==> src/rtl/rtc_epoch_pkg.sv <==
package rtc_epoch_pkg;
    localparam int SEC_W     = 32;
    localparam int RSP_BYTES = SEC_W / 8;
    localparam int RSP_LEN_W = $clog2(RSP_BYTES + 1);
    localparam logic [SEC_W-1:0] EPOCH_SHIFT = 32'd2082844800;

    typedef enum logic {
        OP_READ = 1'b0,
        OP_LOAD = 1'b1
    } cmd_op_e;

    typedef enum logic [1:0] {
        ST_IDLE,
        ST_REPLY_READ,
        ST_REPLY_LOAD,
        ST_REPLY_REJECT
    } ctl_state_e;
endpackage

==> src/rtl/rtc_sec_prescaler.sv <==
module rtc_sec_prescaler #(
    parameter int unsigned CLK_HZ = 32768
) (
    input  logic clk,
    input  logic rst_n,
    input  logic restart,
    output logic sec_tick
);
    localparam int CNT_W = (CLK_HZ > 2) ? $clog2(CLK_HZ) : 1;
    localparam logic [CNT_W-1:0] LAST = CNT_W'(CLK_HZ - 1);

    logic [CNT_W-1:0] phase;

    always_ff @(posedge clk or negedge rst_n) begin
        if (!rst_n) begin
            phase <= '0;
        end else if (restart || phase == LAST) begin
            phase <= '0;
        end else begin
            phase <= phase + 1'b1;
        end
    end

    assign sec_tick = (phase == LAST);

    // Independent gap counter: cycles since the last tick or restart.
    logic [31:0] gap;
    always_ff @(posedge clk or negedge rst_n) begin
        if (!rst_n) begin
            gap <= '0;
        end else if (restart || sec_tick) begin
            gap <= '0;
        end else if (gap != 32'hFFFF_FFFF) begin
            gap <= gap + 32'd1;
        end
    end

    AST_TICK_SPACING: assert property (@(posedge clk) disable iff (!rst_n)
        sec_tick |-> gap == 32'(CLK_HZ - 1));
    AST_RESTART_QUIET: assert property (@(posedge clk) disable iff (!rst_n)
        restart |=> !sec_tick);
endmodule

==> src/rtl/rtc_sec_counter.sv <==
module rtc_sec_counter
    import rtc_epoch_pkg::*;
#(
    parameter logic [SEC_W-1:0] INIT_UNIX = '0
) (
    input  logic             clk,
    input  logic             rst_n,
    input  logic             sec_tick,
    input  logic             load_en,
    input  logic [SEC_W-1:0] load_val,
    output logic [SEC_W-1:0] sec_now
);
    localparam logic [SEC_W-1:0] RESET_SECS = INIT_UNIX + EPOCH_SHIFT;

    always_ff @(posedge clk or negedge rst_n) begin
        if (!rst_n) begin
            sec_now <= RESET_SECS;
        end else if (load_en) begin
            sec_now <= load_val;
        end else if (sec_tick) begin
            sec_now <= sec_now + 1'b1;
        end
    end

    AST_ADVANCE: assert property (@(posedge clk) disable iff (!rst_n)
        (sec_tick && !load_en) |=> sec_now == $past(sec_now) + 1'b1);
    AST_LOAD_WINS: assert property (@(posedge clk) disable iff (!rst_n)
        load_en |=> sec_now == $past(load_val));
    AST_HOLD: assert property (@(posedge clk) disable iff (!rst_n)
        (!sec_tick && !load_en) |=> $stable(sec_now));
endmodule

==> src/rtl/rtc_cmd_ctrl.sv <==
module rtc_cmd_ctrl
    import rtc_epoch_pkg::*;
#(
    parameter int LEN_W = 8
) (
    input  logic                   clk,
    input  logic                   rst_n,
    input  logic                   cmd_valid,
    input  logic                   cmd_op,
    input  logic [LEN_W-1:0]       arg_len,
    input  logic [8*RSP_BYTES-1:0] arg_bytes,
    input  logic [SEC_W-1:0]       sec_now,
    output logic                   load_en,
    output logic [SEC_W-1:0]       load_val,
    output logic                   cmd_ready,
    output logic                   rsp_valid,
    output logic [RSP_LEN_W-1:0]   rsp_len,
    output logic [8*RSP_BYTES-1:0] rsp_bytes
);
    localparam logic [LEN_W-1:0]     LOAD_LEN = LEN_W'(RSP_BYTES);
    localparam logic [RSP_LEN_W-1:0] READ_LEN = RSP_LEN_W'(RSP_BYTES);

    ctl_state_e state, state_nx;
    cmd_op_e    op;
    logic       accept;
    logic       len_ok;
    logic [SEC_W-1:0]       snap;
    logic [8*RSP_BYTES-1:0] snap_bytes;

    assign op     = cmd_op_e'(cmd_op);
    assign accept = cmd_valid && (state == ST_IDLE);
    assign len_ok = (op == OP_READ) ? (arg_len == '0) : (arg_len == LOAD_LEN);

    // Byte 0 of each buffer is the most significant byte of the count.
    for (genvar b = 0; b < RSP_BYTES; b++) begin : g_byte_order
        assign load_val[SEC_W-1-8*b -: 8] = arg_bytes[8*b +: 8];
        assign snap_bytes[8*b +: 8]       = snap[SEC_W-1-8*b -: 8];
    end

    // Next-state decision
    always_comb begin
        state_nx = state;
        unique case (state)
            ST_IDLE: begin
                if (accept) begin
                    if (!len_ok)
                        state_nx = ST_REPLY_REJECT;
                    else if (op == OP_READ)
                        state_nx = ST_REPLY_READ;
                    else
                        state_nx = ST_REPLY_LOAD;
                end
            end
            ST_REPLY_READ:   state_nx = ST_IDLE;
            ST_REPLY_LOAD:   state_nx = ST_IDLE;
            ST_REPLY_REJECT: state_nx = ST_IDLE;
            default:         state_nx = ST_IDLE;
        endcase
    end

    // State register
    always_ff @(posedge clk or negedge rst_n) begin
        if (!rst_n) state <= ST_IDLE;
        else        state <= state_nx;
    end

    // Snapshot of the count taken on an accepted read
    always_ff @(posedge clk or negedge rst_n) begin
        if (!rst_n)
            snap <= '0;
        else if (accept && len_ok && op == OP_READ)
            snap <= sec_now;
    end

    // Outputs
    always_comb begin
        load_en   = accept && len_ok && (op == OP_LOAD);
        cmd_ready = 1'b0;
        rsp_valid = 1'b0;
        rsp_len   = '0;
        rsp_bytes = '0;
        unique case (state)
            ST_IDLE: cmd_ready = 1'b1;
            ST_REPLY_READ: begin
                rsp_valid = 1'b1;
                rsp_len   = READ_LEN;
                rsp_bytes = snap_bytes;
            end
            ST_REPLY_LOAD:   rsp_valid = 1'b1;
            ST_REPLY_REJECT: rsp_valid = 1'b1;
            default: ;
        endcase
    end

    AST_REPLY_ONE_CYCLE: assert property (@(posedge clk) disable iff (!rst_n)
        rsp_valid |=> !rsp_valid);
    AST_BUSY_NOT_READY: assert property (@(posedge clk) disable iff (!rst_n)
        rsp_valid |-> !cmd_ready);
    AST_LOAD_REPLY: assert property (@(posedge clk) disable iff (!rst_n)
        load_en |=> (rsp_valid && rsp_len == '0));
    AST_READ_SNAPSHOT: assert property (@(posedge clk) disable iff (!rst_n)
        (cmd_valid && cmd_ready && op == OP_READ && arg_len == '0)
        |=> (rsp_len == READ_LEN && snap == $past(sec_now)));
    AST_REJECT_EMPTY: assert property (@(posedge clk) disable iff (!rst_n)
        (cmd_valid && cmd_ready && op == OP_LOAD && arg_len != LOAD_LEN)
        |-> !load_en);
endmodule

==> src/rtl/rtc_epoch_clock.sv <==
module rtc_epoch_clock
    import rtc_epoch_pkg::*;
#(
    parameter int unsigned      CLK_HZ    = 32768,
    parameter logic [SEC_W-1:0] INIT_UNIX = '0,
    parameter int               LEN_W     = 8
) (
    input  logic                   clk,
    input  logic                   rst_n,
    input  logic                   cmd_valid,
    input  logic                   cmd_op,
    input  logic [LEN_W-1:0]       arg_len,
    input  logic [8*RSP_BYTES-1:0] arg_bytes,
    output logic                   cmd_ready,
    output logic                   rsp_valid,
    output logic [RSP_LEN_W-1:0]   rsp_len,
    output logic [8*RSP_BYTES-1:0] rsp_bytes,
    output logic                   sec_tick
);
    logic             load_en;
    logic [SEC_W-1:0] load_val;
    logic [SEC_W-1:0] sec_now;

    rtc_sec_prescaler #(.CLK_HZ(CLK_HZ)) u_prescale (
        .clk      (clk),
        .rst_n    (rst_n),
        .restart  (load_en),
        .sec_tick (sec_tick)
    );

    rtc_sec_counter #(.INIT_UNIX(INIT_UNIX)) u_count (
        .clk      (clk),
        .rst_n    (rst_n),
        .sec_tick (sec_tick),
        .load_en  (load_en),
        .load_val (load_val),
        .sec_now  (sec_now)
    );

    rtc_cmd_ctrl #(.LEN_W(LEN_W)) u_ctrl (
        .clk       (clk),
        .rst_n     (rst_n),
        .cmd_valid (cmd_valid),
        .cmd_op    (cmd_op),
        .arg_len   (arg_len),
        .arg_bytes (arg_bytes),
        .sec_now   (sec_now),
        .load_en   (load_en),
        .load_val  (load_val),
        .cmd_ready (cmd_ready),
        .rsp_valid (rsp_valid),
        .rsp_len   (rsp_len),
        .rsp_bytes (rsp_bytes)
    );

    AST_RESET_COUNT: assert property (@(posedge clk)
        $rose(rst_n) |-> sec_now == INIT_UNIX + EPOCH_SHIFT);
endmodule

==> config.mk <==
export PLATFORM = sky130hd
export DESIGN_NAME = rtc_epoch_clock
export DESIGN_NICKNAME = d
export VERILOG_FILES = /design/src/rtl/rtc_epoch_pkg.sv /design/src/rtl/rtc_sec_prescaler.sv /design/src/rtl/rtc_sec_counter.sv /design/src/rtl/rtc_cmd_ctrl.sv /design/src/rtl/rtc_epoch_clock.sv
export SDC_FILE = /design/constraint.sdc
export NUM_CORES = 1
export LEC_CHECK = 0
export CAP_MARGIN = 10
export CORE_ASPECT_RATIO = 1.1
export CORE_MARGIN = 2
export CORE_UTILIZATION = 55
export DETAILED_ROUTE_END_ITERATION = 6
export DONT_BUFFER_PORTS = 1
export HOLD_SLACK_MARGIN = 0.05
export PLACE_DENSITY = 0.81
export SLEW_MARGIN = 20
export SYNTH_ARGS = -nofsm -noshare
export SYNTH_HDL_FRONTEND = slang
export SYNTH_SLANG_ARGS = --single-unit
==> constraint.sdc <==
create_clock -name clk -period 6.85 [get_ports clk]
set_input_delay 1.0275 -clock clk [delete_from_list [all_inputs] [get_ports clk]]
set_output_delay 1.0275 -clock clk [all_outputs]
set_load 0.01 [all_outputs]
== After elaboration in Yosys (flattened, before gate mapping) ==
Cells that the tools add are included.
Word-level totals
  register bits: 81
  bits of input ports: 44
  output and inout bits: 38
  word-level logic and storage cells: 34
Cells by class
  add/sub/neg operators: 2
  equality and inequality tests: 6
  mux-type cells: 12
  bitwise gates (word level): 1
  reductions and logical operators: 9
Operator list (number)
  two-way mux 32 bit: 3
  adder 32 x 1 -> 32 bit (second input constant): 1
  adder 15 x 1 -> 15 bit (second input constant): 1
  equality test 15 bit (second input constant): 1
  two-way mux 15 bit: 1
  equality test 8 x 3 -> 1 bit (second input constant): 1
  logical NOT 8 bit: 1
  two-way mux 2 bit: 3
  equality test 2 bit (second input constant): 2
  logical AND 1 bit: 4
  one-hot mux 2 bit (2 select lines): 1
  two-way mux 1 bit: 3
  two-way mux 3 bit: 1
  OR reduction 3 bit: 1
  equality test 2 x 1 -> 1 bit (second input constant): 1
  logical NOT 2 bit: 1
  != test 2 x 1 -> 1 bit (second input constant): 1
  nonzero test 2 bit: 1
  logical OR 1 bit: 1
  inverter 1 bit: 1

== Logic depth before layout (Yosys ltp) ==
  depth in word-level cells: 6
  depth in mapped cells: 7
  depth with buffers taken out: 6

== Cells and area by module ==
A second synthesis with hierarchy kept.
Second synthesis, totals
  cell total of the unflattened synthesis: 440
  area total of the unflattened synthesis: 4669.5 um^2
By module, submodules not included
  rtc_sec_counter: times used 1, cells each 219, area each 1981.9 um^2, seq. area each 815.8 um^2
  rtc_cmd_ctrl: times used 1, cells each 151, area each 1931.9 um^2, seq. area each 850.8 um^2
  rtc_sec_prescaler: times used 1, cells each 70, area each 755.7 um^2, seq. area each 375.4 um^2

== Least setup slack after synthesis ==
No wires, ideal clock.
  kind: input-to-reg
  start point: in arg_len[5]
  end point: reg u_ctrl.snap[10]
  setup time: 0.125 ns
  arrival: 2.552 ns
  data required time: 6.725 ns
  setup slack: 4.174 ns
  stages on the path: 6
  path buffers: 2
  cells stage by stage: nor4_1 > and2_1 > and3_1 > clkbuf_1 > buf_1 > mux2_2
On the way
  cells in the longest elaborated chain, start to end: 4
  elaborated cells between the ends (all ways): 5
  those cells by class: 1 x eq/ne; 1 x mux; 3 x reduce/logical
RTL lines
  from (decl): RTL line rtc_epoch_clock.sv:12  | input logic [LEN_W-1:0] arg_len,
  equality test 8 x 3 -> 1 bit / logical NOT 8 bit (equally long branches): RTL line rtc_cmd_ctrl.sv:32  | assign len_ok = (op == OP_READ) ? (arg_len == '0) : (arg_len == LOAD_LEN);
  two-way mux 1 bit *: RTL line rtc_cmd_ctrl.sv:32
  logical AND 1 bit * (2 in a row): RTL line rtc_cmd_ctrl.sv:71  | else if (accept && len_ok && op == OP_READ)
  to (signal assigned): RTL line rtc_cmd_ctrl.sv:72  | snap <= sec_now;
  to (decl): RTL line rtc_cmd_ctrl.sv:27  | logic [SEC_W-1:0] snap;
Mark *: on every way between the ends. The rest lies on a longest branch, timed or not.
A chain may end at the register's enable or synchronous reset.

== Worst setup path in the final report ==
  start point: reg u_prescale.phase[0]
  end point: out sec_tick
On the way
  cells in the longest elaborated chain, start to end: 1
RTL lines
  from (decl): RTL line rtc_sec_prescaler.sv:12  | logic [CNT_W-1:0] phase;
  from (signal assigned): RTL line rtc_sec_prescaler.sv:20  | phase <= phase + 1'b1;
  equality test 15 bit: RTL line rtc_sec_prescaler.sv:24  | assign sec_tick = (phase == LAST);
  to (decl): RTL line rtc_epoch_clock.sv:18  | output logic sec_tick
No other way between the ends.

==> metrics.cfg <==
[run_status]
status=completed

[sta]
fin_ws_ns=3.85
period_minus_slack_ns=3.00
rsz0062_at_grt=false
hold_slack_ns=0.360
slew_viol_final=0
slew_headroom_pct=53.0
timing.clock.skew_ns=0.0117
hold_violations=0
worst_pin_slew_ns=0.700
fmax_mhz=334
setup_violations=0
totalNegativeSetupSlack_ns=0
period_share_pct=43.8

[finish]
stdcell_count=496
final_util_pct=58.9
finalInstanceArea_mm2=0.00433
final_nets=450
antenna_cells=0
fillers=608
ff_latch_area_mm2=0.00204
drive_above_1_share_pct=16.6
syn_to_final_growth_pct=5.71
multi_input_area_mm2=0.00195

[worst_setup_path]
worstPathMaxFanout=7
cp_slowest_cell=nor2_1
end_kind=output port
crit_arrival_ns=1.97
path_class=reg2out
cp_data_required_time_ns=5.82
cp-start-kind=flop
max_stage_delay_ns=0.45
worstPathCellList=ha_1 -> and4_1 -> nand3_1 -> nor2_1

[synth]
synth.most_common_cell=dfrtp_1
ys_seq_elements=81
synth_seq_area_share_pct=49.8
syn_area_mm2=0.00410
avgSynthCellArea_um2=9.97
synthTopCellsByCount=dfrtp_1 (69), nor2_1 (56), and2_1 (35)
synthArstFlopShare_pct=100
synth_edf_count=0
syn_inst=411
synth_cell_type_count=37
synth_top_cell_by_area=dfrtp_1
ys_warn_count=0
synth_ff_type=dfrtp_1
ys_top_cells_by_area=dfrtp_1 (42%), mux2_2 (8.8%), dfstp_2 (7.7%), xnor2_1 (6.6%), and2_1 (5.3%)
netlist.area_leader.share_pct=42.1

[place]
place_ws_ns=4.16
gp_congestion=0.872
numPortBuffers=0
dp.cells=480
dpl-instance-area_mm2=0.00414
dp_hpwl_mm=5.62

[die]
rows=33
core_mm2=0.00735
die_h_um=94.5
die_area_mm2=0.00816
io-pin-count=82
initial_utilization_pct=55.8
die_width_um=86.3

[detailed_routing]
wl_per_cell_um=16.0
vias=2916
routed_via_density=5.88
drtAntennaViolNets=0
drc=0
routed_wirelength_mm=7.94
drt_iter0_markers=137
dr.pass1.iters=4

[power]
ir_drop_uv=95.8
finalPower_mw=0.969
p_leak_nw=1.92
powerDensity_mw_per_mm2=224

[cts]
cts-root-to-sink-buffers=2
cts_tree=yes
cts.repair.resized=0
cts-root-buf=clkbuf_8
numCtsBuffers=9
clk_latency_ns=0.35
post-cts-setup-buffers=0
cts_hold_repair.buffers=0
numClockSinks=81
h-tree-depth=3
clkTransAtPathRegs_ns=0.08

[global_routing]
grt_max_degree=82
antenna_found_initial=0
grtUsageTotal_pct=21.1
overflow=0
grt_pass1_wl_mm=13.4
grt_pass1_vias=2844

[job]
maxCapViolCount=0

[hold_path]
hold_path_class=in2async

[power by group]
| part | switching, mW | leakage (nW) | internal [mW] |
|---|---|---|---|
| sequential | 0.0345 | 0.956 | 0.510 |
| clock | 0.168 | 0.0998 | 0.167 |
| combinational | 0.0497 | 0.862 | 0.0405 |
[critical path, delay by kind of cell (launching register included)]
| family | cells | cell delay, ns |
|---|---|---|
| and+or+nand+nor | 3 | 0.99 |
| DFF | 1 | 0.40 |
| adders and majority gates | 1 | 0.24 |
[registers in the layout, indices dropped and copies added (netlist names)]
register and count:
u_prescale.phase 15, u_ctrl.snap 32, u_count.sec_now 32, u_ctrl.state 2
[path summary, 6_finish.rpt]
path	start	to	slack, ns	cells after the start
worst min-delay path	rst_n	u_ctrl.snap[9]	0.36	0
worst max-delay path	u_prescale.phase[0]	sec_tick	3.85	4
worst max register to register	u_prescale.phase[0]	u_count.sec_now[24]	4.23	6
worst min register to register	u_prescale.phase[0]	u_prescale.phase[0]	0.50	1
max in group asynchronous	rst_n	u_count.sec_now[26]	6.27	0
min in group clk	u_prescale.phase[0]	u_prescale.phase[0]	0.50	1
[cell type report]
cell class,count,area share (%)
clock buffer,10,2.95
clock inverter,6,1.36
inverter,7,0.607
multi-input combinational,303,45.1
sequential,81,47.1
tap,87,2.51
timing repair buffer,2,0.347
[cells in the final DEF, fill, tap and decap left out, types with 2 or more instances in the layout]
cell / netlist / routed
dfrtp_1: 69 / 69
nor2_1: 56 / 56
and2_1: 35 / 35
mux2_2: 32 / 32
xnor2_1: 31 / 31
a21oi_1: 31 / 31
nand2_1: 22 / 22
nand4_1: 15 / 15
nor3_1: 13 / 13
nand3_1: 12 / 12
nor4_1: 12 / 12
dfstp_2: 12 / 12
xor2_1: 9 / 9
clkbuf_8: 0 / 9
inv_1: 7 / 7
and4_1: 6 / 6
and3_1: 6 / 6
clkinv_2: 0 / 4
a31oi_1: 3 / 3
or4_4: 2 / 2
ha_1: 2 / 2
conb_1: 1 / 2
buf_4: 2 / 2
[layer usage]
layer / GRT usage [%] / vias to the layer above / share of wire (%)
li1: - / 1402 / -
met1: 27.4 / 1436 / 44
met2: 33.3 / 65 / 49
met3: 6.03 / 13 / 5.0
met4: 8.72 / 0 / 1.5
met5: 0 / - / 0
[logic make-up (layout without fill, tap and decap cells)]
kind of cell	Yosys count	in the layout	synth area share (%)
AO/OA/AOI/OAI	38	38	4.89
buffers and inverters	28	25	2.78
AND/OR/NAND/NOR	188	188	24.2
XOR/XNOR	40	40	8.55
other	1	2	0.0915
flip-flops	81	81	49.8
adder cells (fa/ha/maj)	2	2	0.611
multiplexers	33	33	9.04
(Power assumes the default switching activity.)
